<file path="config.mk">
export PLATFORM = sky130hd
export DESIGN_NAME = supvWatchdog
export DESIGN_NICKNAME = d
export VERILOG_FILES = /design/src/rtl/supvPkg.sv /design/src/rtl/supvSync.sv /design/src/rtl/supvDatapath.sv /design/src/rtl/supvCtrl.sv /design/src/rtl/supvWatchdog.sv
export SDC_FILE = /design/constraint.sdc
export NUM_CORES = 1
export LEC_CHECK = 0
export ABC_AREA = 1
export BUFFER_PORTS_ARGS = -buffer_cell sky130_fd_sc_hd__buf_2
export CORE_MARGIN = 2
export CORE_UTILIZATION = 30
export DETAILED_ROUTE_END_ITERATION = 10
export PLACE_DENSITY_LB_ADDON = 0.15
export SYNTH_ARGS = -nofsm -noshare
export SYNTH_HDL_FRONTEND = slang
export SYNTH_SLANG_ARGS = --single-unit
</file>
<file path="constraint.sdc">
create_clock -name clk -period 2.5 [get_ports clk]
set_input_delay 0 -clock clk [delete_from_list [all_inputs] [get_ports clk]]
set_output_delay 0 -clock clk [all_outputs]
set_load 0.02 [all_outputs]
</file>
<file path="src/rtl/supvPkg.sv">
package supvPkg;

  // Strobes from control to datapath
  typedef struct packed {
    logic rstClr;   // clear hold-off counter
    logic rstInc;   // advance hold-off counter
    logic wdClr;    // clear watchdog window counter
    logic wdInc;    // advance watchdog window counter
    logic useLong;  // compare against the long window
  } supvStrobeT;

  // Conditions from datapath to control
  typedef struct packed {
    logic supOk;    // synchronized supply-good
    logic floatIn;  // synchronized floating qualifier
    logic wdiEdge;  // level change seen on the activity input
    logic rstDone;  // hold-off reaches its last tick
    logic wdExpire; // window reaches its last tick
  } supvStatusT;

endpackage

</file>
<file path="src/rtl/supvSync.sv">
module supvSync #(
  parameter int WIDTH = 1,
  parameter int STAGES = 2,
  parameter logic [WIDTH-1:0] RST_VAL = '0
) (
  input  logic             clk,
  input  logic             rstN,
  input  logic [WIDTH-1:0] d,
  output logic [WIDTH-1:0] q
);

  logic [STAGES-1:0][WIDTH-1:0] stage;

  always_ff @(posedge clk or negedge rstN) begin
    if (!rstN) stage <= {STAGES{RST_VAL}};
    else       stage <= {stage[STAGES-2:0], d};
  end

  assign q = stage[STAGES-1];

endmodule

</file>
<file path="src/rtl/supvDatapath.sv">
module supvDatapath
  import supvPkg::*;
#(
  parameter int RST_TICKS = 2048,
  parameter int WD_NORM_TICKS = 1024,
  parameter int WD_LONG_TICKS = 4096,
  parameter int SYNC_STAGES = 2,
  localparam int RST_W = $clog2(RST_TICKS),
  localparam int WD_W = $clog2(WD_LONG_TICKS)
) (
  input  logic       clk,
  input  logic       rstN,
  input  logic       supplyOk,
  input  logic       wdiLevel,
  input  logic       wdiFloat,
  input  supvStrobeT strobe,
  output supvStatusT status
);

  // Synchronized bundle: {floating, supply-good, level}
  logic [2:0] syncQ;
  logic       wdiPrev;
  logic [RST_W-1:0] rstCnt;
  logic [WD_W-1:0]  wdCnt;
  logic [WD_W-1:0]  wdLimit;

  supvSync #(
    .WIDTH  (3),
    .STAGES (SYNC_STAGES),
    .RST_VAL(3'b100)
  ) u_sync (
    .clk (clk),
    .rstN(rstN),
    .d   ({wdiFloat, supplyOk, wdiLevel}),
    .q   (syncQ)
  );

  always_ff @(posedge clk or negedge rstN) begin
    if (!rstN) wdiPrev <= 1'b0;
    else       wdiPrev <= syncQ[0];
  end

  // Reset hold-off counter
  always_ff @(posedge clk or negedge rstN) begin
    if (!rstN)              rstCnt <= '0;
    else if (strobe.rstClr) rstCnt <= '0;
    else if (strobe.rstInc) rstCnt <= rstCnt + 1'b1;
  end

  // Watchdog window counter
  always_ff @(posedge clk or negedge rstN) begin
    if (!rstN)             wdCnt <= '0;
    else if (strobe.wdClr) wdCnt <= '0;
    else if (strobe.wdInc) wdCnt <= wdCnt + 1'b1;
  end

  assign wdLimit = strobe.useLong ? WD_W'(WD_LONG_TICKS - 1) : WD_W'(WD_NORM_TICKS - 1);

  assign status.supOk    = syncQ[1];
  assign status.floatIn  = syncQ[2];
  assign status.wdiEdge  = syncQ[0] ^ wdiPrev;
  assign status.rstDone  = (rstCnt == RST_W'(RST_TICKS - 1));
  assign status.wdExpire = (wdCnt >= wdLimit);

endmodule

</file>
<file path="src/rtl/supvCtrl.sv">
module supvCtrl
  import supvPkg::*;
(
  input  logic       clk,
  input  logic       rstN,
  input  logic       tick,
  input  logic       modeShort,
  input  supvStatusT status,
  output supvStrobeT strobe,
  output logic       resetN,
  output logic       resetP,
  output logic       wdoN,
  output logic       lowSupply
);

  logic rstActive;  // hold-off or watchdog pulse in progress
  logic postReset;  // long window in force until first activity
  logic wdoReg;
  logic wdArmed;    // supply good and input driven
  logic wdRun;      // window counting allowed
  logic fault;
  logic holdEnd;

  assign wdArmed = status.supOk && !status.floatIn;
  assign wdRun   = wdArmed && !rstActive;
  assign fault   = wdRun && !status.wdiEdge && tick && status.wdExpire;
  assign holdEnd = status.supOk && rstActive && tick && status.rstDone;

  always_ff @(posedge clk or negedge rstN) begin
    if (!rstN)              rstActive <= 1'b1;
    else if (!status.supOk) rstActive <= 1'b1;
    else if (holdEnd)       rstActive <= 1'b0;
    else if (fault)         rstActive <= 1'b1;
  end

  always_ff @(posedge clk or negedge rstN) begin
    if (!rstN)                           postReset <= 1'b1;
    else if (rstActive || !status.supOk) postReset <= 1'b1;
    else if (status.wdiEdge)             postReset <= 1'b0;
  end

  always_ff @(posedge clk or negedge rstN) begin
    if (!rstN)               wdoReg <= 1'b1;
    else if (!wdArmed)       wdoReg <= 1'b1;
    else if (status.wdiEdge) wdoReg <= 1'b1;
    else if (fault)          wdoReg <= 1'b0;
  end

  always_comb begin
    strobe.rstClr  = !status.supOk || fault || holdEnd;
    strobe.rstInc  = status.supOk && rstActive && tick;
    strobe.wdClr   = !wdRun || status.wdiEdge || fault;
    strobe.wdInc   = wdRun && tick;
    strobe.useLong = postReset || !modeShort;
  end

  assign resetP    = rstActive || !status.supOk;
  assign resetN    = !resetP;
  assign wdoN      = wdoReg;
  assign lowSupply = !status.supOk;

endmodule

</file>
<file path="src/rtl/supvWatchdog.sv">
module supvWatchdog
  import supvPkg::*;
#(
  parameter int RST_TICKS = 2048,
  parameter int WD_NORM_TICKS = 1024,
  parameter int WD_LONG_TICKS = 4096,
  parameter int SYNC_STAGES = 2
) (
  input  logic clk,
  input  logic rstN,
  input  logic supplyOk,
  input  logic wdiLevel,
  input  logic wdiFloat,
  input  logic tick,
  input  logic modeShort,
  output logic resetN,
  output logic resetP,
  output logic wdoN,
  output logic lowSupply
);

  supvStrobeT strobe;
  supvStatusT status;
  logic supOkSync;
  logic floatSync;
  logic wdiEdge;

  supvDatapath #(
    .RST_TICKS    (RST_TICKS),
    .WD_NORM_TICKS(WD_NORM_TICKS),
    .WD_LONG_TICKS(WD_LONG_TICKS),
    .SYNC_STAGES  (SYNC_STAGES)
  ) u_datapath (
    .clk     (clk),
    .rstN    (rstN),
    .supplyOk(supplyOk),
    .wdiLevel(wdiLevel),
    .wdiFloat(wdiFloat),
    .strobe  (strobe),
    .status  (status)
  );

  supvCtrl u_ctrl (
    .clk      (clk),
    .rstN     (rstN),
    .tick     (tick),
    .modeShort(modeShort),
    .status   (status),
    .strobe   (strobe),
    .resetN   (resetN),
    .resetP   (resetP),
    .wdoN     (wdoN),
    .lowSupply(lowSupply)
  );

  assign supOkSync = status.supOk;
  assign floatSync = status.floatIn;
  assign wdiEdge   = status.wdiEdge;

endmodule

</file>
==> reports/metrics.csv, run 1 <==
metric,value,unit
outcome,"finished, final reports clean",
VDD IR max,0.0003036,V
CTS tree,done,
Compound-Gate Fraction of Synth Area,2.162,%
grt ovf,0,
Reg2Reg Depth,9,
setup_tns,0,ns
HP Class,primary input to register,
Initial Utilization,31.09,%
WP data arrival,2.17,ns
Post-route DRC,0,
"EDFF count, synth",0,
final setup violation count,0,
Setup WS pre-CTS,0.5522,ns
crit path time final,1.939,ns
vias in the first global route,1444,
Worst Path Buf+Inv,1,
Final Hold Vio Count,0,
fraction of registers with async set/reset,100.0,%
Max Fclk,0.5157,GHz
fraction of the mapped netlist area in adder cells,2.703,%
RSZ-0062 raised after global routing,no,
largest fanout on the critical path,12,
GRT Total Usage,12.82,%
clock slew at reported path FFs,0.07,ns
Wirelength per Cell,10.67,µm
Post-Syn Area per Cell,7.528,µm²
Metal-1 WL,1803,µm
die area,0.006817,mm²
mux share of post-synthesis cell area,0,%
Clock Skews,0.004035,ns
vias per cell,4.353,
CTS Sinks,33,
relative slew slack,49.49,%
RR Startpoint,u_ctrl.postReset,
Synth area leaders,"dfrtp_1 38%, nand2_1 17%, dfstp_2 7.1%",
I/O Pins,11,
GPL Wtd Cong,0.7554,
Reg area,832.0,µm²
Nets,275,
chip width,82.57,µm
routed via count,1480,
area occupied by multi-input gates,857.1,µm²
Clk Tree Root Cell,clkbuf_8,
largest family of logic cells by synthesized area,simple AND/OR/NAND/NOR gates,
drt initial violations,40,
Critical Path End Type,register,
Mapped Area,0.001852,mm²
largest area contributor in the netlist,dfrtp_1,
Worst Hold Endpoint,u_datapath.wdCnt[10],
"commonest cells after routing, fill and taps aside","82 x nand2_1, 33 x inv_1, 28 x dfrtp_1",
family with the most delay on the worst path,simple AND/OR/NAND/NOR gates,
"Seq/Total Area, Yosys",44.93,%
clk_lat worst skew,0.29,ns
final period utilization,77.57,%
initial antenna violation count,0,
Reg2Reg Setup Slack,0.56,ns
Leakage,1.070,nW
Post-CTS Hold Fix Bufs,4,
total routed wirelength,3627,µm
Die Y,82.57,µm
crit-path cells,"nor2_1, ha_1, a21oi_1, nand2_2, nand2_4, inv_2, nor2_2, nand3_1, nand2_1",
global-route wire length before repair,6582,µm
Hold Path Cell Cnt,3,
uppermost layer routed,met4,
fill count,649,
dpl hpwl,2546,µm
core area,0.005956,mm²
Final Max Tran Viols,0,
library cells used by synthesis,24,
PwrDens,556.4,mW/mm²
max-cap viol count,0,
RR Endpoint,u_datapath.rstCnt[8],
dominant synthesized flop cell,dfrtp_1,
XOR/XNOR Fraction of Synth Area,3.784,%
Crit-path slowest cell,dfstp_2,
CTS H-tree depth,2,
critical path class,register to register,
Yosys warning count,0,
Resized cells post-CTS,0,
Worst setup SP type,register,
Syn Nets,257,
largest net degree at the start of global routing,34,
setup ws final,0.5607,ns
Max Root-Sink Buffers,2,
number of buffers created by CTS,5,
top cell type's share of synthesized area,37.84,%
Port Buffers,10,
actual slew at the worst max-slew pin,0.7576,ns
Seq cells post-synth,33,
WHS,0.01545,ns
Simple-Gate Fraction of Synth Area,37.64,%
Post-CTS Setup Repair Bufs,0,
max incr delay on CP,0.53,ns
min-delay src,tick,
met2 WL,1639,µm
Cells after Synth,246,
antenna diode count,0,
Area Overhead vs Synth,14.93,%
"most common cell after layout, fill and taps aside",nand2_1,
Final ANT Viol Nets,0,
share of cells above drive strength 1,13.96,%
Pre-antenna DRT Iters,4,
CP required,2.73,ns
wire length on met3,98,µm
Std-Cell Rows,28,
==> stage by stage <==
| step | utilization, % | instances | power [mW] | cell area (µm²) |
|---|---|---|---|---|
| floorplan | - | 246 | 0.6273 | 1852 |
| global placement | 33.05 | 328 | 0.6587 | 1968 |
| detailed placement | 33.05 | 328 | 0.6569 | 1968 |
| CTS | 35.74 | 340 | 1.213 | 2128 |
| global route | 35.74 | 340 | 1.247 | 2128 |
| finish | 35.74 | 340 | 1.184 | 2128 |
==> tightest hold or removal path: stages <==
cell     delay (ns)
buf_2          0.12
nand4_1        0.10
nand2_1        0.05
==> per-layer routing <==
metal,GRT usage (%),vias to the layer above
li1,-,800
met1,16.25,658
met3,3.587,8
met2,20.00,14
met5,0,-
met4,6.393,0
==> cell usage after synthesis, types with 2 or more instances <==
| library cell | count |
|---|---|
| nand2_1 | 82 |
| inv_1 | 33 |
| dfrtp_1 | 28 |
| nor2_1 | 25 |
| nand3_1 | 21 |
| xor2_1 | 7 |
| a21oi_1 | 6 |
| nand4_1 | 6 |
| nor3_1 | 6 |
| dfstp_2 | 5 |
| ha_1 | 4 |
| inv_2 | 3 |
| nand2_2 | 3 |
| nand3_2 | 3 |
| buf_6 | 2 |
| nand3b_1 | 2 |
| nor2_2 | 2 |
| o21ai_0 | 2 |
==> how the worst max path moves through the flow <==
stage | start | to | slack (ns) | cells past startpoint
floorplan | u_ctrl.postReset | u_datapath.rstCnt[3] | 0.79 | 12
global placement | u_ctrl.postReset | u_datapath.rstCnt[9] | 0.58 | 9
detailed placement | u_ctrl.postReset | u_datapath.rstCnt[4] | 0.55 | 9
CTS | u_ctrl.postReset | u_datapath.rstCnt[8] | 0.52 | 9
global route | u_ctrl.postReset | u_datapath.rstCnt[6] | 0.38 | 9
finish | u_ctrl.postReset | u_datapath.rstCnt[8] | 0.56 | 9
==> flip-flops by register name, indices dropped and copies added, names as in the netlist <==
name,count
u_datapath.u_sync.stage,3
u_ctrl.rstActive,1
u_datapath.wdiPrev,1
u_ctrl.postReset,1
u_datapath.u_sync.q,3
u_ctrl.wdoN,1
u_datapath.wdCnt,12
u_datapath.rstCnt,11
==> cell families (layout without fill, tap and decap cells) <==
family / after synthesis / count (layout)
flops: 33 / 33
fa+ha+maj: 4 / 4
compound gates: 8 / 8
simple gates: 154 / 154
buf+inv: 39 / 58
xor+xnor: 8 / 8
==> where the power goes <==
part	switching, mW	internal [mW]	total [mW]
Combinational	0.0475	0.0242	0.0717
Sequential	0.0240	0.553	0.577
Clock	0.211	0.324	0.535
Total	0.283	0.902	1.18
==> layout make-up <==
| class | count | share of cell area [%] |
|---|---|---|
| inverters | 36 | 6.349 |
| multi-input cells | 174 | 40.27 |
| well taps | 75 | 4.409 |
| flip-flops and latches | 33 | 39.09 |
| clock inverters | 2 | 1.764 |
| repair buffers | 14 | 4.233 |
| clock buffers | 6 | 3.880 |
Power figures use the tool's default switching activity.
==> run 2, diff against run 1 <==
==> constraint.sdc (replaced) <==
create_clock -name clk -period 1.95 [get_ports clk]
set_input_delay 0 -clock clk [delete_from_list [all_inputs] [get_ports clk]]
set_output_delay 0 -clock clk [all_outputs]
set_load 0.02 [all_outputs]
==> reports/metrics.csv, run 2 (synthesis gave the netlist of run 1 again) <==
metric,value,unit
CP required,2.13,ns
Die Y,82.57,µm
RSZ-0062 raised after global routing,no,
post-route cell area,0.002203,mm²
Reg2Reg Setup Slack,0.12,ns
Final Max Tran Viols,0,
Setup crit start,u_ctrl.postReset,
Crit path depth,11,
GPL Wtd Cong,0.7797,
final setup violation count,0,
family with the most delay on the worst path,simple AND/OR/NAND/NOR gates,
PwrDens,745.1,mW/mm²
relative slew slack,50.73,%
antenna diode count,0,
I/O Pins,11,
clk_lat worst skew,0.28,ns
Logic pwr share,8.3,%
chip width,82.57,µm
vias per cell,4.358,
Max Root-Sink Buffers,2,
Reg2Reg Depth,11,
fill count,637,
Internal,1.268,mW
Worst setup SP type,register,
Clk Tree Root Cell,clkbuf_8,
largest net degree at the start of global routing,34,
Critical Path End Type,register,
clock share of power,47.6,%
Biggest register,u_datapath.wdCnt,
Area Overhead vs Synth,18.99,%
Seq pwr share,44.1,%
critical path class,register to register,
grt ovf,0,
Placed Instance Area,0.001976,mm²
VDD IR max,0.0003668,V
clock slew at reported path FFs,0.08,ns
actual slew at the worst max-slew pin,0.7391,ns
setup_tns,0,ns
global-route wire length before repair,6679,µm
largest fanout on the critical path,8,
RR Endpoint,u_datapath.rstCnt[9],
switch share,22.74,%
final period utilization,94.09,%
Initial Utilization,31.09,%
Leakage,1.107,nW
Worst Path Buf+Inv,1,
CTS tree,done,
drt initial violations,56,
Wirelength per Cell,11.24,µm
total routed wirelength,3865,µm
Max Fclk,0.5450,GHz
crit path to,u_datapath.rstCnt[9],
"most common cell after layout, fill and taps aside",nand2_1,
vias in the first global route,1450,
Final Hold Vio Count,0,
Final ANT Viol Nets,0,
RR Startpoint,u_ctrl.postReset,
WP data arrival,2.01,ns
initial antenna violation count,0,
dpl hpwl,2616,µm
flip-flop count of the largest register after layout,12,
sw power,0.3733,mW
HP Class,primary input to register,
Port Buffers,10,
"commonest cells after routing, fill and taps aside","82 x nand2_1, 33 x inv_1, 28 x dfrtp_1",
crit path time final,1.835,ns
max incr delay on CP,0.53,ns
Clock Skews,0.007240,ns
routed via count,1499,
core area,0.005956,mm²
CTS Sinks,33,
crit-path cells,"nor2_1, ha_1, nand2_1, nor2_1, nand3_2, nand2_2, nand2_4, nand3_4, buf_12, nand3_1, nand2_1",
Top Registers,"u_datapath.wdCnt: 12 flops, u_datapath.rstCnt: 11 flops",
Nets,279,
Pre-antenna DRT Iters,4,
number of buffers created by CTS,5,
CTS H-tree depth,2,
die area,0.006817,mm²
Crit-path slowest cell,dfstp_2,
max-cap viol count,0,
share of cells above drive strength 1,15.24,%
GRT Total Usage,12.94,%
outcome,"finished, final reports clean",
Post-route DRC,0,
Std-Cell Rows,28,
run 2: power by group through the flow:
stage               logic (mW)  clock network (mW)  registers [mW]
global route             0.158               0.831           0.726
detailed placement       0.121                   0           0.737
floorplan               0.0610                   0           0.743
CTS                      0.128               0.799           0.724
finish                   0.136               0.782           0.723
global placement         0.122                   0           0.737
run 2: final cells by class:
type | count | area, µm² | share of cell area (%)
Sequential cell | 33 | 832.0 | 37.76
Clock buffer | 5 | 68.82 | 3.123
Tap cell | 75 | 93.84 | 4.259
Inverter | 36 | 140.1 | 6.360
Multi-Input combinational cell | 175 | 878.3 | 39.86
Clock inverter | 3 | 65.06 | 2.953
Timing Repair Buffer | 17 | 125.1 | 5.679
run 2: layer usage:
layer	global-route usage [%]	share of wire, %	vias up
li1	-	-	809
met1	16.79	52	678
met2	20.97	45	10
met3	3.261	2.0	2
met4	4.426	0.85	0
met5	0	0	-
run 2: stage by stage:
step	total power, mW	utilization [%]	instances	setup WS [ns]	hold WS [ns]
floorplan	0.8043	-	246	0.2376	-0.2956
global placement	0.8590	33.17	329	0.01893	0.1074
detailed placement	0.8580	33.17	329	-0.02318	0.1063
CTS	1.651	36.18	341	0.08730	0.01395
global route	1.716	37.00	344	0.002406	0.01974
finish	1.642	37.00	344	0.1151	0.01681
run 2: what timing repair did:
item / CTS / global route
buffers inserted: 0 / 2
cloned: 0 / 1
hold buffers: 4 / 0
setup endpoints to repair: 11 / 13
hold endpoints to repair: 31 / 0
gates resized for setup: 1 / 4
pin swaps: 0 / 2
run 2: how the worst min path moves through the flow:
stage / startpoint / endpoint / slack, ns / depth (start not counted)
after floorplan: rstN / u_datapath.rstCnt[0] / -0.30 / 0
after global placement: wdiFloat / u_datapath.u_sync.stage[2] / 0.11 / 1
after detailed placement: wdiFloat / u_datapath.u_sync.stage[2] / 0.11 / 1
after CTS: tick / u_datapath.wdCnt[10] / 0.01 / 3
after global routing: tick / u_datapath.wdCnt[10] / 0.02 / 3
final: tick / u_datapath.wdCnt[10] / 0.02 / 3
run 2: tightest hold or removal path: stages:
cell and delay [ns]:
buf_2 0.12, nand4_1 0.10, nand2_1 0.05
==> run 3, diff against run 2 <==
==> constraint.sdc (replaced) <==
create_clock -name clk -period 2 [get_ports clk]
set_input_delay 0 -clock clk [delete_from_list [all_inputs] [get_ports clk]]
set_output_delay 0 -clock clk [all_outputs]
set_load 0.02 [all_outputs]
==> reports/metrics.csv, run 3 (synthesis gave the netlist of run 1 again) <==
metric,value,unit
largest fanout on the critical path,12,
clk_lat worst skew,0.28,ns
Std-Cell Rows,28,
final setup violation count,0,
Port Buffers,10,
Area Overhead vs Synth,14.86,%
Clk Tree Root Cell,clkbuf_8,
Pre-antenna DRT Iters,4,
CTS H-tree depth,2,
Wirelength per Cell,10.79,µm
max-cap viol count,0,
flip-flop count of the largest register after layout,12,
Max Fclk,0.5502,GHz
Initial Utilization,31.09,%
number of buffers created by CTS,5,
relative slew slack,51.15,%
"most common cell after layout, fill and taps aside",nand2_1,
Max Root-Sink Buffers,2,
final period utilization,90.87,%
antenna diode count,0,
Final Util,35.71,%
Crit-path slowest cell,dfstp_2,
dpl hpwl,2622,µm
Leakage,1.077,nW
setup_tns,0,ns
Post-route DRC,0,
share of cells above drive strength 1,14.61,%
Nets,277,
fill count,648,
initial antenna violation count,0,
crit-path cells,"nor2_1, ha_1, nand2_1, nor2_1, nand3_2, nand2_2, nand2_4, inv_2, nor2_2, buf_4, nand3_1, nand2_1",
Final Max Tran Viols,0,
routed via count,1485,
core area,0.005956,mm²
WP data arrival,1.99,ns
VDD IR max,0.0003727,V
Top Registers,"u_datapath.wdCnt: 12 flops, u_datapath.rstCnt: 11 flops",
clock slew at reported path FFs,0.07,ns
Critical Path End Type,register,
actual slew at the worst max-slew pin,0.7327,ns
chip width,82.57,µm
GRT Total Usage,12.37,%
global-route wire length before repair,6375,µm
Worst Path Buf+Inv,2,
total power,1.387,mW
total routed wirelength,3690,µm
CTS tree,done,
family with the most delay on the worst path,simple AND/OR/NAND/NOR gates,
GPL Wtd Cong,0.7591,
Final ANT Viol Nets,0,
drt initial violations,61,
PwrDens,652.1,mW/mm²
critical path class,register to register,
RSZ-0062 raised after global routing,no,
Die Y,82.57,µm
Biggest register,u_datapath.wdCnt,
vias in the first global route,1428,
max incr delay on CP,0.53,ns
HP Class,primary input to register,
die area,0.006817,mm²
vias per cell,4.342,
CP required,2.17,ns
Clock Skews,0.005838,ns
largest net degree at the start of global routing,34,
I/O Pins,11,
Final Hold Vio Count,0,
CTS Sinks,33,
outcome,"finished, final reports clean",
Worst setup SP type,register,
"commonest cells after routing, fill and taps aside","82 x nand2_1, 33 x inv_1, 28 x dfrtp_1",
grt ovf,0,
crit path time final,1.817,ns
run 3: cell types whose count changed in the layout (fill, tap and decap cells not counted), sizes merged:
cell | previous run | this run
bufinv | 2 | 0
clkbuf | 5 | 7
nor2 | 29 | 28
buf | 13 | 12
run 3: worst paths after layout:
check | from | to | slack, ns | cells after the start
min reg2reg | u_datapath.u_sync.stage[1] | u_datapath.u_sync.q[1] | 0.35 | 0
min in group asynchronous | rstN | u_datapath.wdCnt[3] | 0.31 | 2
max reg2reg | u_ctrl.postReset | u_datapath.rstCnt[4] | 0.18 | 12
min | tick | u_datapath.wdCnt[10] | 0.02 | 3
max | u_ctrl.postReset | u_datapath.rstCnt[4] | 0.18 | 12
max in group asynchronous | rstN | u_datapath.rstCnt[2] | 1.22 | 2
run 3: area by class of cell:
| cell class | instances | area, µm² | share of cell area [%] |
|---|---|---|---|
| Inverter | 36 | 137.6 | 6.471 |
| Tap cell | 75 | 93.84 | 4.412 |
| Clock buffer | 7 | 96.34 | 4.529 |
| Clock inverter | 1 | 5.005 | 0.2353 |
| Timing Repair Buffer | 16 | 105.1 | 4.941 |
| Multi-Input combinational cell | 174 | 857.1 | 40.29 |
| Sequential cell | 33 | 832.0 | 39.12 |
run 3: through the flow:
stage	worst slack, ns	area [µm²]	hold WS, ns	std cells
4_1_cts	0.1453	2125	0.01997	342
3_5_place_dp	0.1562	1983	0.1073	330
3_3_place_gp	0.2061	1983	0.1069	330
5_1_grt	0.02425	2127	0.01902	342
6_report	0.1826	2127	0.02377	342
2_1_floorplan	0.2876	1852	-0.2956	246
run 3: report_power, final:
group / total, mW / internal (mW) / switching (mW)
sequential: 0.707 / 0.692 / 0.0150
clock: 0.558 / 0.311 / 0.247
combinational: 0.122 / 0.0441 / 0.0781
run 3: what timing repair did:
item	CTS	global route
gates resized for setup	0	1
endpoints found under the hold margin	31	0
hold buffers	4	0
setup endpoints to repair	0	1
setup buffers	0	0
run 3: worst register-to-register path: stages (launching register included):
cell     delay (ns)
dfstp_2        0.53
nor2_1         0.06
ha_1           0.29
nand2_1        0.06
nor2_1         0.12
nand3_2        0.09
nand2_2        0.08
nand2_4        0.09
inv_2          0.06
nor2_2         0.03
buf_4          0.17
nand3_1        0.08
nand2_1        0.05
run 3: routing by layer:
layer	wire length, µm	part of all wire [%]	vias to the layer above	GRT usage [%]
li1	-	-	804	-
met2	1703	46	16	19.84
met4	40	1.1	0	4.426
met1	1847	50	661	15.84
met3	99	2.7	4	3.587
met5	0	0	-	0
